File: config.mk
export PLATFORM = sky130hd
export DESIGN_NAME = spi_fifo_master
export DESIGN_NICKNAME = d
export VERILOG_FILES = /design/src/rtl/spi_fifo_pkg.sv /design/src/rtl/sff_fifo.sv /design/src/rtl/sff_shifter.sv /design/src/rtl/sff_irq.sv /design/src/rtl/spi_fifo_master.sv
export SDC_FILE = /design/constraint.sdc
export NUM_CORES = 1
export LEC_CHECK = 0
export CAP_MARGIN = 20
export CORE_ASPECT_RATIO = 0.5
export CORE_UTILIZATION = 30
export DETAILED_ROUTE_END_ITERATION = 8
export PLACE_DENSITY_LB_ADDON = 0.08
export SLEW_MARGIN = 20
export SYNTH_ARGS = -nofsm -noshare
export SYNTH_HDL_FRONTEND = slang
export SYNTH_SLANG_ARGS = --single-unit
File: constraint.sdc
create_clock -name clk -period 6.5 [get_ports clk]
set_input_delay 0.65 -clock clk [delete_from_list [all_inputs] [get_ports clk]]
set_output_delay 0.65 -clock clk [all_outputs]
set_load 0.02 [all_outputs]
File: src/rtl/spi_fifo_pkg.sv
package spi_fifo_pkg;
  typedef struct packed {
    logic fifo_mode;
    logic cpha;
    logic cpol;
    logic enable;
  } ctrl_t;

  localparam logic [1:0] ADDR_DATA   = 2'd0;
  localparam logic [1:0] ADDR_CTRL   = 2'd1;
  localparam logic [1:0] ADDR_STATUS = 2'd2;
  localparam logic [1:0] ADDR_PEND   = 2'd3;

  localparam int ST_TX_ERR = 6;
  localparam int ST_RX_ERR = 7;
endpackage

File: src/rtl/sff_fifo.sv
module sff_fifo #(
  parameter int W     = 16,
  parameter int DEPTH = 8
) (
  input  logic                         clk,
  input  logic                         rst_n,
  input  logic                         single,
  input  logic                         push,
  input  logic [W-1:0]                 wdata,
  input  logic                         pop,
  output logic [W-1:0]                 rdata,
  output logic [$clog2(DEPTH+1)-1:0]   count,
  output logic                         full,
  output logic                         empty,
  output logic                         drop
);
  localparam int AW = (DEPTH > 1) ? $clog2(DEPTH) : 1;
  localparam int CW = $clog2(DEPTH + 1);
  localparam logic [CW-1:0] CAP = CW'(DEPTH);
  localparam logic [AW-1:0] LAST = AW'(DEPTH - 1);

  logic [W-1:0]  mem [DEPTH];
  logic [AW-1:0] wr_ptr, rd_ptr;
  logic          do_push, do_pop;
  logic [CW-1:0] limit;

  assign limit   = single ? CW'(1) : CAP;
  assign full    = (count >= limit);
  assign empty   = (count == '0);
  assign do_push = push && !full;
  assign do_pop  = pop && !empty;
  assign drop    = push && full;
  assign rdata   = mem[rd_ptr];

  always_ff @(posedge clk) begin
    if (do_push) mem[wr_ptr] <= wdata;
  end

  always_ff @(posedge clk or negedge rst_n) begin
    if (!rst_n) begin
      wr_ptr <= '0;
      rd_ptr <= '0;
      count  <= '0;
    end else begin
      if (do_push) wr_ptr <= (wr_ptr == LAST) ? '0 : wr_ptr + 1'b1;
      if (do_pop)  rd_ptr <= (rd_ptr == LAST) ? '0 : rd_ptr + 1'b1;
      if (do_push && !do_pop)      count <= count + 1'b1;
      else if (do_pop && !do_push) count <= count - 1'b1;
    end
  end

  assert_no_overflow_R6: assert property (@(posedge clk) disable iff (!rst_n)
    count <= CAP);

  assert_drop_keeps_count_R8: assert property (@(posedge clk) disable iff (!rst_n)
    (push && full && !pop) |=> $stable(count));
endmodule

File: src/rtl/sff_shifter.sv
module sff_shifter #(
  parameter int W       = 16,
  parameter int CLK_DIV = 2
) (
  input  logic         clk,
  input  logic         rst_n,
  input  logic         en,
  input  logic         cpol,
  input  logic         cpha,
  input  logic         tx_valid,
  input  logic [W-1:0] tx_word,
  input  logic         miso,
  output logic         tx_pop,
  output logic         rx_push,
  output logic [W-1:0] rx_word,
  output logic         sck,
  output logic         mosi,
  output logic         ss_n
);
  localparam int EDGES = 2 * W;
  localparam int ECW   = $clog2(EDGES + 1);
  localparam int DW    = (CLK_DIV > 1) ? $clog2(CLK_DIV) : 1;
  localparam logic [DW-1:0]  DIV_LAST = DW'(CLK_DIV - 1);
  localparam logic [ECW-1:0] E_LAST   = ECW'(EDGES);
  localparam logic [ECW-1:0] E_FIRST  = ECW'(1);

  logic           active, sck_int;
  logic [DW-1:0]  div_cnt;
  logic [ECW-1:0] edge_cnt, nxt_edge;
  logic [W-1:0]   tx_sh, rx_sh;
  logic           tick, end_tick, start, sample_edge, shift_ok;

  assign tick        = en && active && (div_cnt == DIV_LAST);
  assign end_tick    = tick && (edge_cnt == E_LAST);
  assign start       = en && !active && tx_valid;
  assign nxt_edge    = edge_cnt + 1'b1;
  assign sample_edge = nxt_edge[0] ^ cpha;
  assign shift_ok    = cpha ? (nxt_edge != E_FIRST) : (nxt_edge != E_LAST);

  assign tx_pop  = start || (end_tick && tx_valid);
  assign rx_push = end_tick;
  assign rx_word = rx_sh;
  assign sck     = sck_int ^ cpol;
  assign mosi    = tx_sh[W-1];

  always_ff @(posedge clk or negedge rst_n) begin
    if (!rst_n) begin
      active   <= 1'b0;
      ss_n     <= 1'b1;
      sck_int  <= 1'b0;
      div_cnt  <= '0;
      edge_cnt <= '0;
      tx_sh    <= '0;
      rx_sh    <= '0;
    end else if (!en) begin
      active   <= 1'b0;
      ss_n     <= 1'b1;
      sck_int  <= 1'b0;
      div_cnt  <= '0;
      edge_cnt <= '0;
    end else if (!active) begin
      if (tx_valid) begin
        active   <= 1'b1;
        ss_n     <= 1'b0;
        tx_sh    <= tx_word;
        div_cnt  <= '0;
        edge_cnt <= '0;
        sck_int  <= 1'b0;
      end
    end else begin
      div_cnt <= tick ? '0 : div_cnt + 1'b1;
      if (end_tick) begin
        edge_cnt <= '0;
        if (tx_valid) begin
          tx_sh <= tx_word;
        end else begin
          active <= 1'b0;
          ss_n   <= 1'b1;
        end
      end else if (tick) begin
        edge_cnt <= nxt_edge;
        sck_int  <= ~sck_int;
        if (sample_edge)   rx_sh <= {rx_sh[W-2:0], miso};
        else if (shift_ok) tx_sh <= {tx_sh[W-2:0], 1'b0};
      end
    end
  end

  assert_idle_level_R4: assert property (@(posedge clk) disable iff (!rst_n)
    ss_n |-> (sck == cpol));

  assert_quiet_when_off_R1: assert property (@(posedge clk) disable iff (!rst_n)
    !en |=> ss_n);
endmodule

File: src/rtl/sff_irq.sv
module sff_irq #(
  parameter int N = 4
) (
  input  logic         clk,
  input  logic         rst_n,
  input  logic         fifo_mode,
  input  logic [N-1:0] cond,
  input  logic         clr_we,
  input  logic [N-1:0] clr_bits,
  output logic [N-1:0] pend
);
  logic [N-1:0] cond_q, clr_mask;

  assign clr_mask = clr_we ? clr_bits : '0;

  always_ff @(posedge clk or negedge rst_n) begin
    if (!rst_n) begin
      cond_q <= '0;
      pend   <= '0;
    end else begin
      cond_q <= cond;
      if (!fifo_mode) pend <= cond;
      else            pend <= (pend | (cond & ~cond_q)) & ~clr_mask;
    end
  end

  assert_w1c_R10: assert property (@(posedge clk) disable iff (!rst_n)
    (fifo_mode && clr_we && (clr_bits != '0)) |=> ((pend & $past(clr_bits)) == '0));

  assert_level_mode_R11: assert property (@(posedge clk) disable iff (!rst_n)
    !fifo_mode |=> (pend == $past(cond)));
endmodule

File: src/rtl/spi_fifo_master.sv
module spi_fifo_master
  import spi_fifo_pkg::*;
#(
  parameter int WORD_W         = 16,
  parameter int FIFO_DEPTH     = 8,
  parameter int CLK_DIV        = 2,
  parameter int NEAR_EMPTY_LVL = 2,
  parameter int NEAR_FULL_LVL  = 6
) (
  input  logic              clk,
  input  logic              rst_n,
  input  logic              bus_en,
  input  logic              bus_we,
  input  logic [1:0]        bus_addr,
  input  logic [WORD_W-1:0] bus_wdata,
  output logic [WORD_W-1:0] bus_rdata,
  output logic              irq,
  output logic              spi_oe,
  output logic              spi_sck,
  output logic              spi_mosi,
  output logic              spi_ss_n,
  input  logic              spi_miso
);
  localparam int CW = $clog2(FIFO_DEPTH + 1);
  localparam logic [CW-1:0] NE_LVL = CW'(NEAR_EMPTY_LVL);
  localparam logic [CW-1:0] NF_LVL = CW'(NEAR_FULL_LVL);

  ctrl_t             ctrl;
  logic              wr_data, rd_data, wr_ctrl, wr_stat, wr_pend;
  logic              tx_pop, tx_full, tx_empty, tx_drop;
  logic              rx_push, rx_full, rx_empty, rx_drop;
  logic [CW-1:0]     tx_cnt, rx_cnt;
  logic [WORD_W-1:0] tx_head, rx_head, rx_word;
  logic              tx_near_empty, rx_near_full;
  logic              tx_err, rx_err, tx_ovf, rx_ovf;
  logic [3:0]        pend;
  logic [9:0]        status;

  assign wr_data = bus_en && bus_we && (bus_addr == ADDR_DATA);
  assign rd_data = bus_en && !bus_we && (bus_addr == ADDR_DATA);
  assign wr_ctrl = bus_en && bus_we && (bus_addr == ADDR_CTRL);
  assign wr_stat = bus_en && bus_we && (bus_addr == ADDR_STATUS);
  assign wr_pend = bus_en && bus_we && (bus_addr == ADDR_PEND);

  always_ff @(posedge clk or negedge rst_n) begin
    if (!rst_n) begin
      ctrl   <= '0;
      tx_err <= 1'b0;
      rx_err <= 1'b0;
      tx_ovf <= 1'b0;
      rx_ovf <= 1'b0;
    end else begin
      if (wr_ctrl) ctrl <= ctrl_t'(bus_wdata[3:0]);
      tx_err <= tx_drop || (tx_err && !(wr_stat && bus_wdata[ST_TX_ERR]));
      rx_err <= rx_drop || (rx_err && !(wr_stat && bus_wdata[ST_RX_ERR]));
      tx_ovf <= tx_ovf || tx_drop;
      rx_ovf <= rx_ovf || rx_drop;
    end
  end

  sff_fifo #(.W(WORD_W), .DEPTH(FIFO_DEPTH)) u_tx_q (
    .clk(clk), .rst_n(rst_n), .single(!ctrl.fifo_mode),
    .push(wr_data), .wdata(bus_wdata), .pop(tx_pop), .rdata(tx_head),
    .count(tx_cnt), .full(tx_full), .empty(tx_empty), .drop(tx_drop));

  sff_fifo #(.W(WORD_W), .DEPTH(FIFO_DEPTH)) u_rx_q (
    .clk(clk), .rst_n(rst_n), .single(!ctrl.fifo_mode),
    .push(rx_push), .wdata(rx_word), .pop(rd_data), .rdata(rx_head),
    .count(rx_cnt), .full(rx_full), .empty(rx_empty), .drop(rx_drop));

  sff_shifter #(.W(WORD_W), .CLK_DIV(CLK_DIV)) u_shift (
    .clk(clk), .rst_n(rst_n), .en(ctrl.enable), .cpol(ctrl.cpol), .cpha(ctrl.cpha),
    .tx_valid(!tx_empty), .tx_word(tx_head), .miso(spi_miso),
    .tx_pop(tx_pop), .rx_push(rx_push), .rx_word(rx_word),
    .sck(spi_sck), .mosi(spi_mosi), .ss_n(spi_ss_n));

  assign tx_near_empty = ctrl.fifo_mode ? (tx_cnt <= NE_LVL) : tx_empty;
  assign rx_near_full  = ctrl.fifo_mode ? (rx_cnt >= NF_LVL) : rx_full;

  sff_irq #(.N(4)) u_irq (
    .clk(clk), .rst_n(rst_n), .fifo_mode(ctrl.fifo_mode),
    .cond({rx_full, tx_empty, rx_near_full, tx_near_empty}),
    .clr_we(wr_pend), .clr_bits(bus_wdata[3:0]), .pend(pend));

  assign status = {rx_ovf, tx_ovf, rx_err, tx_err, rx_empty, rx_near_full,
                   rx_full, tx_full, tx_near_empty, tx_empty};
  assign irq    = |pend;
  assign spi_oe = ctrl.enable;

  always_comb begin
    unique case (bus_addr)
      ADDR_DATA:   bus_rdata = rx_head;
      ADDR_CTRL:   bus_rdata = WORD_W'(ctrl);
      ADDR_STATUS: bus_rdata = WORD_W'(status);
      default:     bus_rdata = WORD_W'(pend);
    endcase
  end

  assert_ovf_sticky_R9: assert property (@(posedge clk) disable iff (!rst_n)
    (tx_ovf |=> tx_ovf) and (rx_ovf |=> rx_ovf));

  assert_err_with_ovf_R8: assert property (@(posedge clk) disable iff (!rst_n)
    (tx_err |-> tx_ovf) and (rx_err |-> rx_ovf));
endmodule

==> qor.yml, run 1 <==
rows: 54
seq_area_frac_synth_pct: 70.4
switching_share_pct: 26.5
critical_path.startpoint: "ctrl[3]"
pwr-share-seq_pct: 46.0
synth_flop_cell: "edfxtp_1"
start_util_pct: 30.9
finalWirelength_microns: 31500
grt_max_degree: 69
cts_resized: 0
drive_gt1_share_pct: 23.6
grt_pass1_vias: 7499
htree_levels: 2
multi_input_area_sq_mm: 0.00390
syn_to_final_growth_pct: 17.7
postRouteAntennaNets: 0
drtIter0Drc: 550
intPower_mw: 4.10
die_h_microns: 153
boundaryPins: 44
clk_pin_slew_ps: 60
synth.distinct_cells: 53
fin_setup_tns_ps: 0
setup_viol: 0
cts_setup_buffers: 0
antenna_found_initial: 0
die_area_sq_mm: 0.0465
insertedDiodeCount: 0
syn_area_sq_mm: 0.0137
irDropWorstVdd_mv: 0.176
clock_skew_ps: 21.2
critPathRequiredTime_ps: 5850
die_w_microns: 304
synthCells: 772
max_cap_viol_count: 0
dp_hpwl_microns: 19700
drc: 0
cts_made_buffers: 34
rr_startpoint: "ctrl[3]"
period_needed_ps: 4320
cts_tree: "yes"
cp-start-kind: "register"
core_sq_mm: 0.0443
p_clk_share_pct: 36.4
wl_per_cell_microns: 21.6
leakagePower_nw: 5.61
relSlewSlack_pct: 35.2
firstDrtPassIters: 5
grt_overflow: 0
gp_congestion: 0.751
switchingPower_mw: 1.48
maxSlewViolCount: 0
tightest_slew_ps: 971
insertion_delay_ps: 530
rsz0062_at_grt: "no"
vias_per_cell: 4.79
async_reset_ff_share_pct: 23.4
criticalPathCategory: "register to primary output"
cts_root_buffer: "clkbuf_16"
min_period_over_period_pct: 66.5
cp.arrival_ps: 3670
clkSinkCount: 334
cts.path.max_buffers: 3
io_buffers: 43
endpoint_kind: "primary output"
hold_viol_final: 0
final_cell_mix: "256 x edfxtp_1, 75 x dfrtp_1, 68 x mux4_2"
yosysWarnings: 0
final_common_cell: "edfxtp_1"
p_per_area_mw_per_mm2: 346
combPwrFrac_pct: 17.6
synth_edf_count: 256
status: "completed"
crit_fanout: 13
ys_ff_latch: 334
hold-worst-slack_ps: 473
nFillCells: 4103
hp-class: "register to register"
final-seq-area_sq_mm: 0.00964
hold_path.startpoint: "rx_ovf"
fmax_mhz: 231
nets: 891
synthesis.nets: 817
postSynthAreaPerCell_sq_um: 17.7
grt_pass1_wl_microns: 48800
vias: 6989
grt_usage_pct: 13.9
## timing repair
item	in CTS	in global routing
endpoints found under the hold margin	10	0
endpoints found under the setup margin	0	0
hold buffers	1	0
## synth_stat cells (all sizes together), types with 2 or more instances
master / instances / area share [%]
edfxtp: 256 / 56
dfrtp: 77 / 14
mux4: 68 / 11
nand2: 50 / 1.4
nor2: 44 / 1.2
o21ai: 37 / 1.4
mux2: 33 / 2.7
mux2i: 26 / 1.9
ha: 20 / 1.8
a22o: 16 / 1.1
clkbuf: 16 / 0.44
a21oi: 15 / 0.55
inv: 15 / 0.41
buf: 14 / 0.58
nor3: 9 / 0.49
xnor2: 8 / 0.51
nand2b: 7 / 0.32
nand3: 7 / 0.26
a21o: 6 / 0.33
a211oi: 4 / 0.22
nor3b: 4 / 0.22
xor2: 4 / 0.26
nor2b: 3 / 0.14
o21a: 3 / 0.16
or4: 3 / 0.16
fa: 2 / 0.29
nand3b: 2 / 0.11
nand4b: 2 / 0.13
or2: 2 / 0.091
or4b: 2 / 0.15
## final cells by class
type | count | share of cell area (%)
multi-input combinational | 393 | 24.2
clock inverter | 16 | 1.02
sequential | 334 | 59.8
timing repair buffer | 68 | 3.86
clock buffer | 46 | 6.14
inverter | 15 | 0.349
tap | 588 | 4.57
## power by group through the flow
stage	clock, mW	combinational [mW]	sequential (mW)
finish	2.03	0.983	2.56
global route	2.18	1.09	2.58
CTS	2.10	1.01	2.56
detailed placement	0	1.01	2.61
global placement	0	1.00	2.61
floorplan	0	0.697	2.57
## sequential cells by signal, indices dropped and copies added (netlist names), 3 cells and up
signal            cells
u_shift.tx_sh        16
u_rx_q.wr_ptr         3
u_tx_q.mem          128
u_tx_q.count          4
u_irq.pend            4
u_tx_q.rd_ptr         3
u_rx_q.count          4
u_irq.cond_q          4
u_shift.edge_cnt      6
u_shift.rx_word      16
ctrl                  3
u_tx_q.wr_ptr         3
u_rx_q.rd_ptr         3
u_rx_q.mem          128
## final timing paths
kind | to | slack (ps) | cells past startpoint
max | bus_rdata[4] | 2180 | 8
max in group asynchronous | u_tx_q.rd_ptr[1] | 5000 | 3
min in group asynchronous | u_shift.rx_word[12] | 520 | 2
min reg2reg | rx_ovf | 470 | 1
max reg2reg | u_rx_q.mem[6][4] | 2670 | 9
min | rx_ovf | 470 | 1
## layer usage
layer | wire, microns | global-route usage, % | vias up
li1 | - | - | 3180
met1 | 14400 | 18.6 | 3664
met2 | 15400 | 23.4 | 101
met3 | 1090 | 2.48 | 44
met4 | 608 | 3.70 | 0
met5 | 0 | 0 | -
## per-stage QoR
step	total power [mW]	setup slack, ps	std cells	cell area (sq um)	util, %
6_report	5.57	2180	1460	16100	36.4
4_1_cts	5.68	2040	1459	16100	36.4
3_5_place_dp	3.62	2410	1396	14900	33.7
5_1_grt	5.85	1830	1460	16100	36.4
2_1_floorplan	3.26	2570	772	13700	-
3_3_place_gp	3.61	2500	1396	14900	33.7
## cell families after synthesis
| group | count (synthesis) | share of synthesized area (%) |
|---|---|---|
| adders and majority gates | 22 | 2.12 |
| DFF | 334 | 70.4 |
| xor gates and xnor gates | 12 | 0.768 |
| and+or+nand+nor | 141 | 5.01 |
| AOI/OAI and AO/OA | 91 | 4.44 |
| muxes | 127 | 15.8 |
| buffers and inverters | 45 | 1.43 |
## critical path, stage by stage, from the launching register on
cell	delay (ps)
dfrtp_1	550
inv_1	170
ha_1	290
or4b_1	460
a21oi_1	340
inv_1	180
o21ai_0	390
a211oi_1	160
clkdlybuf4s50_1	600
(Power assumes the default switching activity.)
==> run 2, diff against run 1 <==
==> constraint.sdc (replaced) <==
create_clock -name clk -period 4.1 [get_ports clk]
set_input_delay 0.41 -clock clk [delete_from_list [all_inputs] [get_ports clk]]
set_output_delay 0.41 -clock clk [all_outputs]
set_load 0.02 [all_outputs]
==> run 2 against run 1 <==
  * Clock power up 57%
  * Via count fell by 0.24%
  * Clock-buffer cell count did not move
  * Non-clock buffer count rose by 15
  * Die area is the same
  * Routed wire length grew 0.64%
  * Critical path type unchanged
  * Critical endpoint is now bus_rdata[3]
  * Largest cell class unchanged
==> qor.yml, run 2 (same netlist as run 1, synthesis figures left out) <==
status: "completed"
fin_util_pct: 36.6
cts_root_buffer: "clkbuf_16"
rsz0062_at_grt: "no"
final_cell_mix: "256 x edfxtp_1, 74 x dfrtp_1, 68 x mux4_2"
grt_pass1_wl_microns: 48200
cp.arrival_ps: 3300
cp-start-kind: "register"
clkSinkCount: 334
switchingPower_mw: 2.31
switching_share_pct: 26.3
criticalPathCategory: "register to primary output"
final_common_cell: "edfxtp_1"
insertedDiodeCount: 0
die_w_microns: 304
finalWirelength_microns: 31700
p_clk_share_pct: 36.3
pre_cts_ws_ps: 564
rr_startpoint: "u_rx_q.count[0]"
wl_per_cell_microns: 21.5
gp_congestion: 0.753
clock_skew_ps: 17.1
crit_fanout: 5
boundaryPins: 44
htree_levels: 2
vias_per_cell: 4.73
fin_setup_tns_ps: 0
intPower_mw: 6.48
drc: 0
vias: 6972
critPathSlowestCell: "clkdlybuf4s50_1"
worstPathCellList: "inv_1 -> ha_1 -> or4b_1 -> a21oi_1 -> inv_1 -> mux4_2 -> clkdlybuf4s50_1"
relSlewSlack_pct: 32.5
reg.largest.list: "u_rx_q.mem: 128 flops, u_tx_q.mem: 128 flops"
grt_usage_pct: 13.9
cts_tree: "yes"
hold_viol_final: 0
grt_max_degree: 61
clk_pin_slew_ps: 60
hp-class: "primary input to asynchronous set/reset pin"
maxSlewViolCount: 0
r2r_slack_ps: 600
start_util_pct: 30.9
drtIter0Drc: 378
p_per_area_mw_per_mm2: 542
critical-path-top-delay-family: "buffers and inverters"
die_h_microns: 153
critical_path.startpoint: "u_rx_q.count[0]"
cts_made_buffers: 34
combPwrFrac_pct: 16.1
dp_hpwl_microns: 19100
endpoint_kind: "primary output"
max_cap_viol_count: 0
slowest_delay_ps: 550
critPathRequiredTime_ps: 3690
min_period_over_period_pct: 90.6
rows: 54
cts.path.max_buffers: 3
core_sq_mm: 0.0443
grt_pass1_vias: 7479
crit_buf_inv: 3
io_buffers: 43
pwr-share-seq_pct: 47.6
die_area_sq_mm: 0.0465
insertion_delay_ps: 520
ctsHoldBuffers: 0
syn_to_final_growth_pct: 18.4
firstDrtPassIters: 6
period_needed_ps: 3710
leakagePower_nw: 5.68
cp_common_cell: "inv_1"
irDropWorstVdd_mv: 0.239
postRouteAntennaNets: 0
drive_gt1_share_pct: 24.8
cts_resized: 0
grt_overflow: 0
fmax_mhz: 269
cts_setup_buffers: 0
tightest_slew_ps: 1010
setup_viol: 0
setup_slack_ps: 385
antenna_found_initial: 0
nets: 906
==> run 2: changes by cell type in the layout (fill, tap and decap cells not counted), moves of 2 or more <==
cell	change
clkinv_2	-2
clkinv_4	+2
clkinv_1	+2
buf_4	+18
==> run 2: power by group through the flow <==
stage                     sequential [mW]  clock, mW  combinational [mW]
after floorplan                      4.07          0                1.11
after global placement               4.27          0                1.43
after detailed placement             4.27          0                1.44
after CTS                            4.20       3.30                1.45
after global routing                 4.23       3.44                1.56
final                                4.19       3.19                1.41
==> run 2: worst paths after layout <==
check | endpoint | cells past startpoint
worst min-delay path | u_shift.rx_word[12] | 1
worst min register to register | rx_ovf | 1
worst max-delay path | bus_rdata[3] | 7
max in group asynchronous | u_tx_q.rd_ptr[2] | 2
min in group clk | rx_ovf | 1
worst max register to register | u_rx_q.count[3] | 14
==> run 2: final cells by class <==
type                       instances  area, sq um
tap                              588          736
clock buffer                      46          980
fill                            4123        28100
sequential                       334         9640
multi-input combinational        393         3900
inverter                          15         56.3
clock inverter                    16          161
timing repair buffer              83          728
==> run 2: per-layer routing <==
metal / part of all wire, % / vias to the layer above / GRT usage, %
met5: 0 / - / 0
met2: 48 / 78 / 22.8
met4: 1.6 / 0 / 3.36
met1: 47 / 3644 / 18.9
li1: - / 3212 / -
met3: 3.2 / 38 / 2.79
==> run 2: metrics by stage <==
stage | cell area [sq um] | power, mW | hold slack, ps | std cells
global route | 16200 | 9.23 | 72.2 | 1475
global placement | 15100 | 5.70 | 457 | 1413
finish | 16200 | 8.79 | 23.1 | 1475
detailed placement | 15100 | 5.71 | 459 | 1413
CTS | 16200 | 8.95 | 33.9 | 1475
floorplan | 13700 | 5.17 | 114 | 772
==> run 2: worst reg2reg max path: stages, from the launching register on <==
cell     delay (ps)
dfrtp_1         440
inv_1            70
ha_1            280
or4b_1          460
a21oi_1         330
inv_1           170
nor3_4          340
ha_1            240
inv_1            90
ha_1            280
a21o_1          180
a21oi_1         160
xnor2_1         130
nor2_1           70
xor2_1          140
==> run 3, diff against run 2 <==
--- a/config.mk
+++ b/config.mk
@@ -10,6 +10,7 @@
 export CORE_UTILIZATION = 30
 export DETAILED_ROUTE_END_ITERATION = 8
 export PLACE_DENSITY_LB_ADDON = 0.08
+export SKIP_LAST_GASP = 1
 export SLEW_MARGIN = 20
 export SYNTH_ARGS = -nofsm -noshare
 export SYNTH_HDL_FRONTEND = slang
==> results of run 3 <==
The final DEF is identical to that of run 2; final timing and power are the same.
